File: src/rtl/tdm_port_pkg.sv
package tdm_port_pkg;
  parameter int unsigned DEF_SLOT_BITS  = 16;
  parameter int unsigned DEF_SLOT_COUNT = 8;

  // Bit-clock events seen in the system clock domain
  typedef struct packed {
    logic rise;
    logic fall;
    logic start;   // rising edge with frame sync high
  } bclk_evt_t;
endpackage

File: src/rtl/tdm_frame_timer.sv
module tdm_frame_timer
  import tdm_port_pkg::*;
#(
  parameter int unsigned SLOT_BITS  = DEF_SLOT_BITS,
  parameter int unsigned SLOT_COUNT = DEF_SLOT_COUNT,
  localparam int unsigned BIT_W  = $clog2(SLOT_BITS),
  localparam int unsigned SLOT_W = $clog2(SLOT_COUNT)
) (
  input  logic              clk,
  input  logic              rst_n,
  input  logic              bclk,
  input  logic              fsync,
  output bclk_evt_t         evt,
  output logic              in_frame,
  output logic [BIT_W-1:0]  bit_idx,
  output logic [SLOT_W-1:0] slot_idx
);
  localparam logic [BIT_W-1:0]  BIT_LAST  = BIT_W'(SLOT_BITS - 1);
  localparam logic [SLOT_W-1:0] SLOT_LAST = SLOT_W'(SLOT_COUNT - 1);

  logic              bclk_q;
  logic              in_frame_n;
  logic [BIT_W-1:0]  bit_n;
  logic [SLOT_W-1:0] slot_n;

  always_comb begin
    evt.rise  = bclk & ~bclk_q;
    evt.fall  = ~bclk & bclk_q;
    evt.start = evt.rise & fsync;
  end

  always_comb begin
    in_frame_n = in_frame;
    bit_n      = bit_idx;
    slot_n     = slot_idx;
    if (evt.start) begin
      in_frame_n = 1'b1;
      bit_n      = '0;
      slot_n     = '0;
    end else if (evt.rise && in_frame) begin
      if (bit_idx == BIT_LAST) begin
        bit_n = '0;
        if (slot_idx == SLOT_LAST) begin
          in_frame_n = 1'b0;
          slot_n     = '0;
        end else begin
          slot_n = slot_idx + 1'b1;
        end
      end else begin
        bit_n = bit_idx + 1'b1;
      end
    end
  end

  always_ff @(posedge clk or negedge rst_n) begin
    if (!rst_n) begin
      bclk_q   <= 1'b0;
      in_frame <= 1'b0;
      bit_idx  <= '0;
      slot_idx <= '0;
    end else begin
      bclk_q   <= bclk;
      in_frame <= in_frame_n;
      bit_idx  <= bit_n;
      slot_idx <= slot_n;
    end
  end
endmodule

File: src/rtl/tdm_cfg_shadow.sv
module tdm_cfg_shadow #(
  parameter int unsigned SLOT_COUNT = 8,
  parameter logic [SLOT_COUNT-1:0] RESET_MASK = '1
) (
  input  logic                  clk,
  input  logic                  rst_n,
  input  logic                  wr_en,
  input  logic [SLOT_COUNT-1:0] wr_mask,
  input  logic                  swap,
  output logic [SLOT_COUNT-1:0] pending_mask,
  output logic [SLOT_COUNT-1:0] active_mask,
  output logic                  swap_pending
);
  logic [SLOT_COUNT-1:0] pending_n;
  logic [SLOT_COUNT-1:0] active_n;
  logic                  flag_n;

  always_comb begin
    pending_n = pending_mask;
    active_n  = active_mask;
    flag_n    = swap_pending;
    // Swap takes the registered pending value; a same-cycle write waits a frame
    if (swap) begin
      active_n = pending_mask;
      flag_n   = 1'b0;
    end
    if (wr_en) begin
      pending_n = wr_mask;
      flag_n    = 1'b1;
    end
  end

  always_ff @(posedge clk or negedge rst_n) begin
    if (!rst_n) begin
      pending_mask <= RESET_MASK;
      active_mask  <= RESET_MASK;
      swap_pending <= 1'b0;
    end else begin
      pending_mask <= pending_n;
      active_mask  <= active_n;
      swap_pending <= flag_n;
    end
  end
endmodule

File: src/rtl/tdm_rx_lane.sv
module tdm_rx_lane #(
  parameter int unsigned SLOT_BITS  = 16,
  parameter int unsigned SLOT_COUNT = 8,
  localparam int unsigned SLOT_W = $clog2(SLOT_COUNT)
) (
  input  logic                 clk,
  input  logic                 rst_n,
  input  logic                 sample_en,
  input  logic                 last_bit,
  input  logic [SLOT_W-1:0]    slot_idx,
  input  logic                 sdin,
  input  logic                 rx_ready,
  output logic                 rx_valid,
  output logic [SLOT_BITS-1:0] rx_data,
  output logic [SLOT_W-1:0]    rx_slot
);
  logic [SLOT_BITS-2:0] shreg_q, shreg_n;
  logic                 valid_n;
  logic [SLOT_BITS-1:0] data_n;
  logic [SLOT_W-1:0]    slot_n;
  logic                 word_done;

  assign word_done = sample_en & last_bit;

  always_comb begin
    shreg_n = shreg_q;
    data_n  = rx_data;
    slot_n  = rx_slot;
    valid_n = rx_valid & ~rx_ready;
    if (word_done) begin
      data_n  = {shreg_q, sdin};
      slot_n  = slot_idx;
      valid_n = 1'b1;
    end else if (sample_en) begin
      shreg_n = {shreg_q[SLOT_BITS-3:0], sdin};
    end
  end

  always_ff @(posedge clk or negedge rst_n) begin
    if (!rst_n) begin
      shreg_q  <= '0;
      rx_data  <= '0;
      rx_slot  <= '0;
      rx_valid <= 1'b0;
    end else begin
      if (sample_en) shreg_q <= shreg_n;
      if (word_done) begin
        rx_data <= data_n;
        rx_slot <= slot_n;
      end
      rx_valid <= valid_n;
    end
  end
endmodule

File: src/rtl/tdm_tx_lane.sv
module tdm_tx_lane #(
  parameter int unsigned SLOT_BITS = 16
) (
  input  logic                 clk,
  input  logic                 rst_n,
  input  logic                 fall,
  input  logic                 in_frame,
  input  logic                 first_bit,
  input  logic                 slot_en,
  input  logic                 tx_valid,
  input  logic [SLOT_BITS-1:0] tx_data,
  output logic                 tx_ready,
  output logic                 sdout,
  output logic                 tx_underflow
);
  logic [SLOT_BITS-1:0] hold_q;
  logic                 hold_vld;
  logic [SLOT_BITS-2:0] shreg_q, shreg_n;
  logic                 sdout_n;
  logic                 load_slot;
  logic                 consume;
  logic                 accept;
  logic                 uf_set;
  logic [SLOT_BITS-1:0] word;

  assign tx_ready  = ~hold_vld;
  assign accept    = tx_valid & ~hold_vld;
  assign load_slot = fall & in_frame & first_bit;
  assign consume   = load_slot & slot_en & hold_vld;
  assign uf_set    = load_slot & slot_en & ~hold_vld;

  always_comb begin
    word    = (slot_en && hold_vld) ? hold_q : '0;
    sdout_n = sdout;
    shreg_n = shreg_q;
    if (load_slot) begin
      sdout_n = word[SLOT_BITS-1];
      shreg_n = word[SLOT_BITS-2:0];
    end else if (fall && in_frame) begin
      sdout_n = shreg_q[SLOT_BITS-2];
      shreg_n = {shreg_q[SLOT_BITS-3:0], 1'b0};
    end else if (fall) begin
      sdout_n = 1'b0;
      shreg_n = '0;
    end
  end

  always_ff @(posedge clk or negedge rst_n) begin
    if (!rst_n) begin
      hold_q       <= '0;
      hold_vld     <= 1'b0;
      shreg_q      <= '0;
      sdout        <= 1'b0;
      tx_underflow <= 1'b0;
    end else begin
      if (accept) hold_q <= tx_data;
      if (accept) hold_vld <= 1'b1;
      else if (consume) hold_vld <= 1'b0;
      if (fall) begin
        shreg_q <= shreg_n;
        sdout   <= sdout_n;
      end
      if (uf_set) tx_underflow <= 1'b1;
    end
  end
endmodule

File: src/rtl/tdm_audio_port.sv
module tdm_audio_port
  import tdm_port_pkg::*;
#(
  parameter int unsigned SLOT_BITS  = DEF_SLOT_BITS,
  parameter int unsigned SLOT_COUNT = DEF_SLOT_COUNT,
  localparam int unsigned SLOT_W = $clog2(SLOT_COUNT)
) (
  input  logic                  clk,
  input  logic                  rst_n,
  input  logic                  bclk,
  input  logic                  fsync,
  input  logic                  sdin,
  output logic                  sdout,
  input  logic                  cfg_wr_en,
  input  logic [SLOT_COUNT-1:0] cfg_wr_mask,
  output logic [SLOT_COUNT-1:0] cfg_rd_mask,
  output logic                  swap_pending,
  input  logic                  tx_valid,
  output logic                  tx_ready,
  input  logic [SLOT_BITS-1:0]  tx_data,
  output logic                  tx_underflow,
  output logic                  rx_valid,
  input  logic                  rx_ready,
  output logic [SLOT_BITS-1:0]  rx_data,
  output logic [SLOT_W-1:0]     rx_slot
);
  localparam int unsigned BIT_W = $clog2(SLOT_BITS);

  bclk_evt_t             evt;
  logic                  in_frame;
  logic [BIT_W-1:0]      bit_idx;
  logic [SLOT_W-1:0]     slot_idx;
  logic [SLOT_COUNT-1:0] active_mask;
  logic                  slot_en;
  logic                  rx_sample;

  tdm_frame_timer #(.SLOT_BITS(SLOT_BITS), .SLOT_COUNT(SLOT_COUNT)) u_timer (
    .clk, .rst_n, .bclk, .fsync,
    .evt, .in_frame, .bit_idx, .slot_idx
  );

  tdm_cfg_shadow #(.SLOT_COUNT(SLOT_COUNT)) u_cfg (
    .clk, .rst_n,
    .wr_en        (cfg_wr_en),
    .wr_mask      (cfg_wr_mask),
    .swap         (evt.start),
    .pending_mask (cfg_rd_mask),
    .active_mask  (active_mask),
    .swap_pending (swap_pending)
  );

  assign slot_en   = active_mask[slot_idx];
  assign rx_sample = evt.rise & ~evt.start & in_frame & slot_en;

  tdm_rx_lane #(.SLOT_BITS(SLOT_BITS), .SLOT_COUNT(SLOT_COUNT)) u_rx (
    .clk, .rst_n,
    .sample_en (rx_sample),
    .last_bit  (bit_idx == BIT_W'(SLOT_BITS - 1)),
    .slot_idx  (slot_idx),
    .sdin, .rx_ready, .rx_valid, .rx_data, .rx_slot
  );

  tdm_tx_lane #(.SLOT_BITS(SLOT_BITS)) u_tx (
    .clk, .rst_n,
    .fall      (evt.fall),
    .in_frame  (in_frame),
    .first_bit (bit_idx == '0),
    .slot_en   (slot_en),
    .tx_valid, .tx_data, .tx_ready, .sdout, .tx_underflow
  );
endmodule

File: config.mk
export PLATFORM = sky130hd
export DESIGN_NAME = tdm_audio_port
export DESIGN_NICKNAME = d
export VERILOG_FILES = /design/src/rtl/tdm_port_pkg.sv /design/src/rtl/tdm_frame_timer.sv /design/src/rtl/tdm_cfg_shadow.sv /design/src/rtl/tdm_rx_lane.sv /design/src/rtl/tdm_tx_lane.sv /design/src/rtl/tdm_audio_port.sv
export SDC_FILE = /design/constraint.sdc
export NUM_CORES = 1
export LEC_CHECK = 0
export ABC_AREA = 1
export ABC_CLOCK_PERIOD_IN_PS = 1600
export CORE_ASPECT_RATIO = 0.8
export CORE_MARGIN = 2
export CORE_UTILIZATION = 47
export CTS_CLUSTER_DIAMETER = 200
export DETAILED_ROUTE_END_ITERATION = 10
export GPL_TIMING_DRIVEN = 1
export PLACE_DENSITY = 0.73
export SLEW_MARGIN = 20
export SYNTH_ARGS = -nofsm -noshare
export SYNTH_HDL_FRONTEND = slang
export SYNTH_HIERARCHICAL = 1
export SYNTH_SLANG_ARGS = --single-unit
File: constraint.sdc
create_clock -name clk -period 1.6 [get_ports clk]
set_clock_uncertainty 0.15 [all_clocks]
set_input_delay 0.32 -clock clk [delete_from_list [all_inputs] [get_ports clk]]
set_output_delay 0.32 -clock clk [all_outputs]
set_load 0.05 [all_outputs]
==> results.txt, run 1 <==
- The flow ran to the end, but the final reports show violations.
* Violations in the final reports: negative setup slack
- Number of buffers on the longest clock path: 2
* Worst Path Max Fanout: 8
- First-pass DRT Iterations: 5
* Top post-synthesis cells by area: dfrtp_1 (46%), nand2_1 (18%), dfstp_2 (9.7%)
* Number of cells in the finished layout apart from fillers: 719
- Measured against its own limit, the worst slew margin works out to 0.740.
- At the pin with the least slew margin, the transition time is 390 ps.
- Across all register-to-register paths, the minimum setup slack is -110 ps.
- 64 I/O pins were placed.
- The first global-routing pass estimated 16000 um of wire.
* Grt ovf: 0
- The area growth from synthesis to layout is 42.2%.
* Die width: 111 um
- Of the available clock period, the critical path in the final layout requires 1.07.
* Root buf cell: clkbuf_16
- After synthesis the netlist holds a flip-flop and latch count of 95.
- In this run, the number of DRC markers left after iteration 0 of detailed routing was 195.
- Counting every net in the synthesized netlist gives 548.
- Synthesized instance count: 513
- Vias/cell: 5.12
- The detail route stage leaves a number of antenna-violating nets equal to 0.
* TritonCTS clock tree: built
- Netlist cell types: 23
- GR Util All Layers: 0.195
- Overall routed net length: 9790 um
* Share of the synthesized area in the top cell type: 0.455
* DR DRC count: 0
- PortBufs: 63
- Startpoint Class: flip-flop
- Setup repair after global routing missed its margin: yes
- The initial antenna violation count was 0.
- Data arrives at the worst endpoint at 1840 ps.
* Power Density: 1210 nW/um^2
- Effective utilization at floorplan: 0.483
- Required time of the worst setup path: 1720 ps
- Derived from the worst setup path, the maximum achievable clock frequency is 583 MHz.
- For this design, the sink count on the clock tree is 95.
* Pin count of the biggest net entering global routing: 50
- For this design the static power due to leakage is 3.06 nW.
* Total die area: 10000 sq um
- Register area share after synthesis: 0.552
* Number of vias after detailed routing: 3683
- Share of post-route cells with drive strength above 1: 0.298
* Yosys Warn Count: 6
* Clk Latency, worst-skew pair: 340 ps
- Post-synthesis area per instance: 8.47 sq um
- Cell count after placement: 695
* Post-layout minimum cycle time: 1710 ps
- Height of the die: 90.0 um
- The synthesized netlist occupies a cell area of 4340 sq um.
- Path category of the worst min-delay check: in2reg
- Number of clock buffers inserted by TritonCTS: 9
- Final GP Congestion: 0.791
- Total setup violations reported at the end of the flow: 45
- STA classifies the critical path endpoint as a flip-flop.
* Critical path start-end classification: reg2reg
- The via count of the first global-routing pass came to 3540.
* Largest area contributor in the netlist: dfrtp_1
- Number of rows in the core area: 31
- Routed WL per cell: 13.6 um
- Final-stage net count: 635
- Across all setup checks in the final design, the least slack found is -115 ps.
- The final-report hold violation count is 0.
- The floorplan step defined a core boundary enclosing 9000 sq um.
- Post-Route Utilization: 0.686
- The H-tree was split into 3 levels.
* Maximum capacitance violations: 0
- The final count of pins violating max slew came to 0.
* Worst ir drop on vdd: 617 uV
- Clock transition at the register clock pins on the worst setup and hold paths after CTS: 60 ps
- Placed wire-length estimate: 6340 um
* Antenna fix cells: 0
## through the flow
stage          cell area, sq um  hold WS (ps)  setup slack, ps  setup TNS, ps  total power [mW]
2_1_floorplan              4380          -126            -81.1          -2200              4.48
3_3_place_gp               5560          45.3             -364         -17550              5.08
3_5_place_dp               5560          50.5             -452         -20710              5.18
4_1_cts                    6030           228            -74.6          -1910              7.41
5_1_grt                    6180          68.1             -179          -7250              7.87
6_report                   6180          64.3             -115          -3230              7.46
## cells by family after synthesis
kind of cell               synth area share
AOI/OAI and AO/OA                    0.0213
xor gates and xnor gates            0.00202
adders and majority gates           0.00864
buffers and inverters                0.0801
DFF                                   0.552
and+or+nand+nor                       0.336
## critical path, stage by stage, from the launching register on
cell	delay [ps]
dfstp_2	540
inv_2	30
nand2_1	40
nand3_1	70
nand3_1	90
nand2_2	80
nor2_4	120
buf_12	190
clkbuf_16	180
nand3_1	70
nand2_1	70
## metal layers
layer  part of all wire  vias up  track usage
met5                  0        -            0
met1               0.44     1756        0.253
li1                   -     1802            -
met3              0.048       13       0.0465
met4              0.015        0       0.0730
met2               0.50      112        0.321
## flip-flops by register name, summed over array words and instances (netlist names)
| signal | flops |
|---|---|
| u_cfg/swap_pending | 1 |
| u_cfg/active_mask | 8 |
| u_tx/hold_vld | 1 |
| u_tx/tx_underflow | 1 |
| u_cfg/pending_mask | 8 |
| u_timer/slot_idx | 3 |
| u_timer/bclk_q | 1 |
| u_rx/shreg_q | 15 |
| u_rx/rx_valid | 1 |
| u_rx/rx_data | 16 |
| u_timer/in_frame | 1 |
| u_tx/sdout | 1 |
| u_tx/hold_q | 16 |
| u_timer/bit_idx | 4 |
| u_rx/rx_slot | 3 |
| u_tx/shreg_q | 15 |
## synthesized netlist by cell type, drive strengths merged
library cell and instances:
a21oi 10, buf 26, dfrtp 79, dfstp 16
ha 3, inv 37, nand2 211, nand3 76
nand3b 1, nand4 12, nor2 39, nor4 1
o21ai 1, xor2 1
## timing repair
| item | 4_1_cts | 5_1_grt |
|---|---|---|
| endpoints found under the setup margin | 50 | 54 |
| setup buffers | 1 | 2 |
| pin swaps | 10 | 8 |
| hold endpoints to repair | 30 | 0 |
| hold buffers | 1 | 0 |
| cloned | 2 | 3 |
| resized for setup | 34 | 27 |
## cell usage in the layout (no fill, tap or decap), types with 2 or more instances in the layout
cell | netlist | final
dfstp_2 | 16 | 16
buf_6 | 9 | 3
dfrtp_1 | 79 | 77
clkbuf_16 | 0 | 11
buf_4 | 7 | 25
nand4_1 | 12 | 12
nor2_4 | 1 | 3
clkdlybuf4s50_1 | 0 | 29
inv_6 | 1 | 2
nand2_2 | 2 | 24
a21oi_2 | 10 | 10
buf_12 | 0 | 39
ha_1 | 3 | 3
dfrtp_2 | 0 | 2
nand3_2 | 2 | 15
nor2_1 | 33 | 29
inv_2 | 4 | 12
nor2_2 | 5 | 7
inv_1 | 32 | 24
nand2_1 | 208 | 184
clkinvlp_4 | 0 | 2
nand3_1 | 74 | 61
nand2_8 | 1 | 4
## area by class of cell
cell class	instances	area, sq um
clock inverter	5	57.6
inverter	37	144
sequential	95	2400
multi-input combinational	356	1800
tap	115	144
fill	680	2820
timing repair buffer	101	1390
clock buffer	10	239
## path summary, 6_finish.rpt
path | cells after the start | end | start
max in group asynchronous | 3 | u_tx/hold_vld$_DFFE_PN0P_ | rst_n
min in group asynchronous | 2 | u_rx/rx_data[10]$_DFFE_PN0P_ | rst_n
max reg2reg | 10 | u_rx/rx_data[4]$_DFFE_PN0P_ | u_cfg/active_mask[1]$_DFFE_PN1P_
max | 10 | u_rx/rx_data[4]$_DFFE_PN0P_ | u_cfg/active_mask[1]$_DFFE_PN1P_
min reg2reg | 2 | u_cfg/active_mask[0]$_DFFE_PN1P_ | u_cfg/active_mask[0]$_DFFE_PN1P_
min | 1 | u_timer/bclk_q$_DFF_PN0_ | bclk
## power by group
part           total, mW  switching (mW)  internal [mW]
combinational       2.06            1.16          0.899
sequential          3.27           0.335           2.94
clock               2.12           0.880           1.24
Note: power is estimated with default switching activity, not from simulation.
==> run 2: changes to the inputs <==
--- a/config.mk
+++ b/config.mk
@@ -8,12 +8,11 @@
 export ABC_AREA = 1
 export ABC_CLOCK_PERIOD_IN_PS = 1600
 export CORE_ASPECT_RATIO = 0.8
-export CORE_MARGIN = 2
 export CORE_UTILIZATION = 47
 export CTS_CLUSTER_DIAMETER = 200
 export DETAILED_ROUTE_END_ITERATION = 10
 export GPL_TIMING_DRIVEN = 1
-export PLACE_DENSITY = 0.73
+export PLACE_DENSITY = 0.75
 export SLEW_MARGIN = 20
 export SYNTH_ARGS = -nofsm -noshare
 export SYNTH_HDL_FRONTEND = slang
==> run 2 against run 1 <==
Against the previous run:
- the run still ends with negative setup slack left
- clock power rose by 3%
- first-iteration DRC count rose by 5.1%
- sequential share of layout area fell by 0.42 points
- cell area rose by 1.1%
- sequential cell count did not move
- combinational power rose by 3%
- setup slack got worse by 83 ps
- core utilization rose by 3.1 points
- worst hold slack improved by 230 ps
- sequential power barely moved
- non-clock buffer count rose by 5
==> results.txt, run 2 (synthesis gave the netlist of run 1 again) <==
* Status: complete, but fails checks
- The final reports fail on negative setup slack.
- Setup violations remaining at the end of the flow were counted as 52.
- The layer flagged by global routing as most heavily used is met2.
* Pleak: 3.09 nW
- Number of clock buffers inserted by TritonCTS: 9
* Maximum capacitance violations: 0
* Met2 usage: 0.370
- The worst setup path is launched from a flip-flop.
- Final hold analysis gives a worst-case slack of 290 ps.
* Met1 Track Usage GR: 0.271
- Cell-by-cell trace of the critical path: inv_2, nand2_1, nand3_1, nand3_1, nand2_2, nor2_4, buf_12, clkbuf_16, nand3_1, nand2_1
- In the final layout, the share of cells above drive strength 1 is 0.296.
- FMAX: 556 MHz
- In this run the power density over the cells is 1210 nW/um^2.
- The library cell used most frequently in the layout, excluding fill and tap cells, is nand2_1.
- Relative max-transition margin: 0.736
* Number of H-tree branching levels: 3
- Entering global routing, the biggest net connects 31 pins.
- In the global route stage, overall resource usage came out at 0.215.
* Via count of the first global-routing pass: 3525
* Period Utilization, post-route: 1.12
* Worst Setup Slack, final: -198 ps
- Counting stages on the worst path, the most repeated cell is nand3_1.
- IR analysis of the VDD net gives a maximum drop of 873 uV.
- After detailed routing, the number of vias per cell comes to 5.10.
- In this run the horizontal extent of the chip is 109 um.
- The worst setup path is captured at a flip-flop.
- The die covers 9630 sq um.
- The repair_antennas step left the layout with diodes totalling 0.
- At the later pin of the worst-skew pair, clock insertion delay measures 340 ps.
- Cell with the largest stage delay on the worst path: dfstp_2
- The largest registers in the layout are u_rx/rx_data: 16 flops, u_tx/hold_q: 16 flops.
- Critical path start-end classification: reg2reg
* Worst slack, placed: -462 ps
- Root buf cell: clkbuf_16
* Grt ovf: 0
- Core outline area: 8710 sq um
- Overall routed net length: 10200 um
- The initial antenna violation count is 0.
- Post-layout minimum cycle time: 1800 ps
- The routed layout has 3690 vias.
- Final-report max-slew violation count: 0
* Commonest non-fill, non-tap cells in the layout: nand2_1 (197), dfrtp_1 (77), nand3_1 (60), buf_12 (39), buf_4 (31)
- Routed WL per cell: 14.1 um
* Wire length of the first global-routing pass: 16100 um
- Clock-pin slew was measured on the worst setup and hold paths at 70 ps.
- From bottom edge to top edge, the die measures 88.0 um.
- Critical path arrival: 1920 ps
- The HPWL after detailed placement is 6440 um.
- TritonCTS clock tree: built
- Path category of the worst min-delay check: in2async
- Number of rows in the core area: 30
- In this run the remaining antenna-violating nets after routing total 0.
- Final-stage net count: 642
- For the worst flop-to-flop path, the logic depth is 10.
- FF-to-FF End: u_rx/shreg_q[6]$_DFFE_PN0P_
- DR DRC count: 0
* Accumulated negative setup slack: -4870 ps
- Setup repair after global routing could not meet its margin everywhere.
* Clk sink count: 95
- For flop-to-flop paths, the worst setup slack is -200 ps.
- The worst register-to-register path begins at u_cfg/active_mask[6]$_DFFE_PN1P_.
- Worst Path Max Fanout: 9
- PortBufs: 63
- For the pin with the worst max-slew slack, the measured transition is 395 ps.
* Fill cell count: 635
- Counting along the longest clock path gives a buffer depth of 2.
- The initial utilization of the core area, before any placement, comes to 0.499.
- First DRT Iteration DRCs: 205
* P&R area growth vs syn: 43.8%
- 64 I/O pins were placed.
- Hold Fails Final Rpt: 0
- The first detailed-routing pass ran for 5 iterations.
- In this design, the stage delay of the slowest critical-path cell is 540 ps.
- Required time of the worst setup path: 1720 ps
- Final GP Congestion: 0.797
* Met3 routing resource usage after global routing: 0.0588
==> run 2: changes by cell type in the layout (fill, tap and decap cells not counted), moves of 3 or more <==
cell / delta
nor2_1: -7
buf_4: +6
nand2_4: +4
nor2_2: +4
nand2_2: -16
nor2_4: +3
inv_2: -3
nand2_1: +13
==> run 2: critical path, delay by kind of cell, from the launching register on <==
family / cells / cell delay, ps
buffers and inverters: 3 / 400
DFF: 1 / 540
and+or+nand+nor: 7 / 630
==> run 2: worst max-delay path by stage <==
stage                              endpoint                        startpoint  slack [ps]
4_1_cts        u_rx/rx_data[13]$_DFFE_PN0P_  u_cfg/active_mask[5]$_DFFE_PN1P_        -110
2_1_floorplan  u_rx/rx_data[10]$_DFFE_PN0P_          u_timer/bclk_q$_DFF_PN0_         -80
6_report        u_rx/shreg_q[6]$_DFFE_PN0P_  u_cfg/active_mask[6]$_DFFE_PN1P_        -200
3_3_place_gp   u_rx/rx_data[10]$_DFFE_PN0P_                              bclk        -380
5_1_grt         u_rx/shreg_q[6]$_DFFE_PN0P_  u_cfg/active_mask[6]$_DFFE_PN1P_        -280
3_5_place_dp   u_rx/rx_data[11]$_DFFE_PN0P_                              bclk        -460
==> run 2: where the power goes <==
part | switching [mW] | total (mW) | internal [mW]
combinational | 1.23 | 2.13 | 0.896
sequential | 0.319 | 3.26 | 2.94
clock | 0.927 | 2.19 | 1.26
total | 2.48 | 7.57 | 5.09
==> run 2: area by class of cell <==
| type | instances | area (sq um) | area share |
|---|---|---|---|
| flip-flops and latches | 95 | 2400 | 0.384 |
| multi-input cells | 358 | 1850 | 0.297 |
| repair buffers | 106 | 1400 | 0.224 |
| clock buffers | 10 | 239 | 0.0383 |
| inverters | 37 | 146 | 0.0234 |
| well taps | 112 | 140 | 0.0224 |
| clock inverters | 6 | 68.8 | 0.0110 |
==> run 2: what timing repair did <==
item | in CTS | in global routing
gates cloned | 1 | 4
gates resized for setup | 18 | 43
buffers inserted | 2 | 6
setup endpoints to repair | 48 | 54
hold buffers | 1 | 0
endpoints found under the hold margin | 11 | 0
pin swaps | 11 | 7
==> run 2: metrics by stage <==
step | area (sq um) | cells | total power [mW] | util
finish | 6240 | 724 | 7.57 | 0.717
global route | 6240 | 724 | 7.96 | 0.717
CTS | 6010 | 715 | 7.41 | 0.690
detailed placement | 5570 | 695 | 5.16 | 0.639
global placement | 5570 | 695 | 5.07 | 0.639
floorplan | 4380 | 513 | 4.48 | -
==> run 2: per-layer routing <==
layer / wire (um) / up-vias / part of all wire
li1: - / 1809 / -
met1: 4260 / 1746 / 0.42
met2: 5280 / 118 / 0.52
met3: 526 / 17 / 0.051
met4: 179 / 0 / 0.017
met5: 0 / - / 0
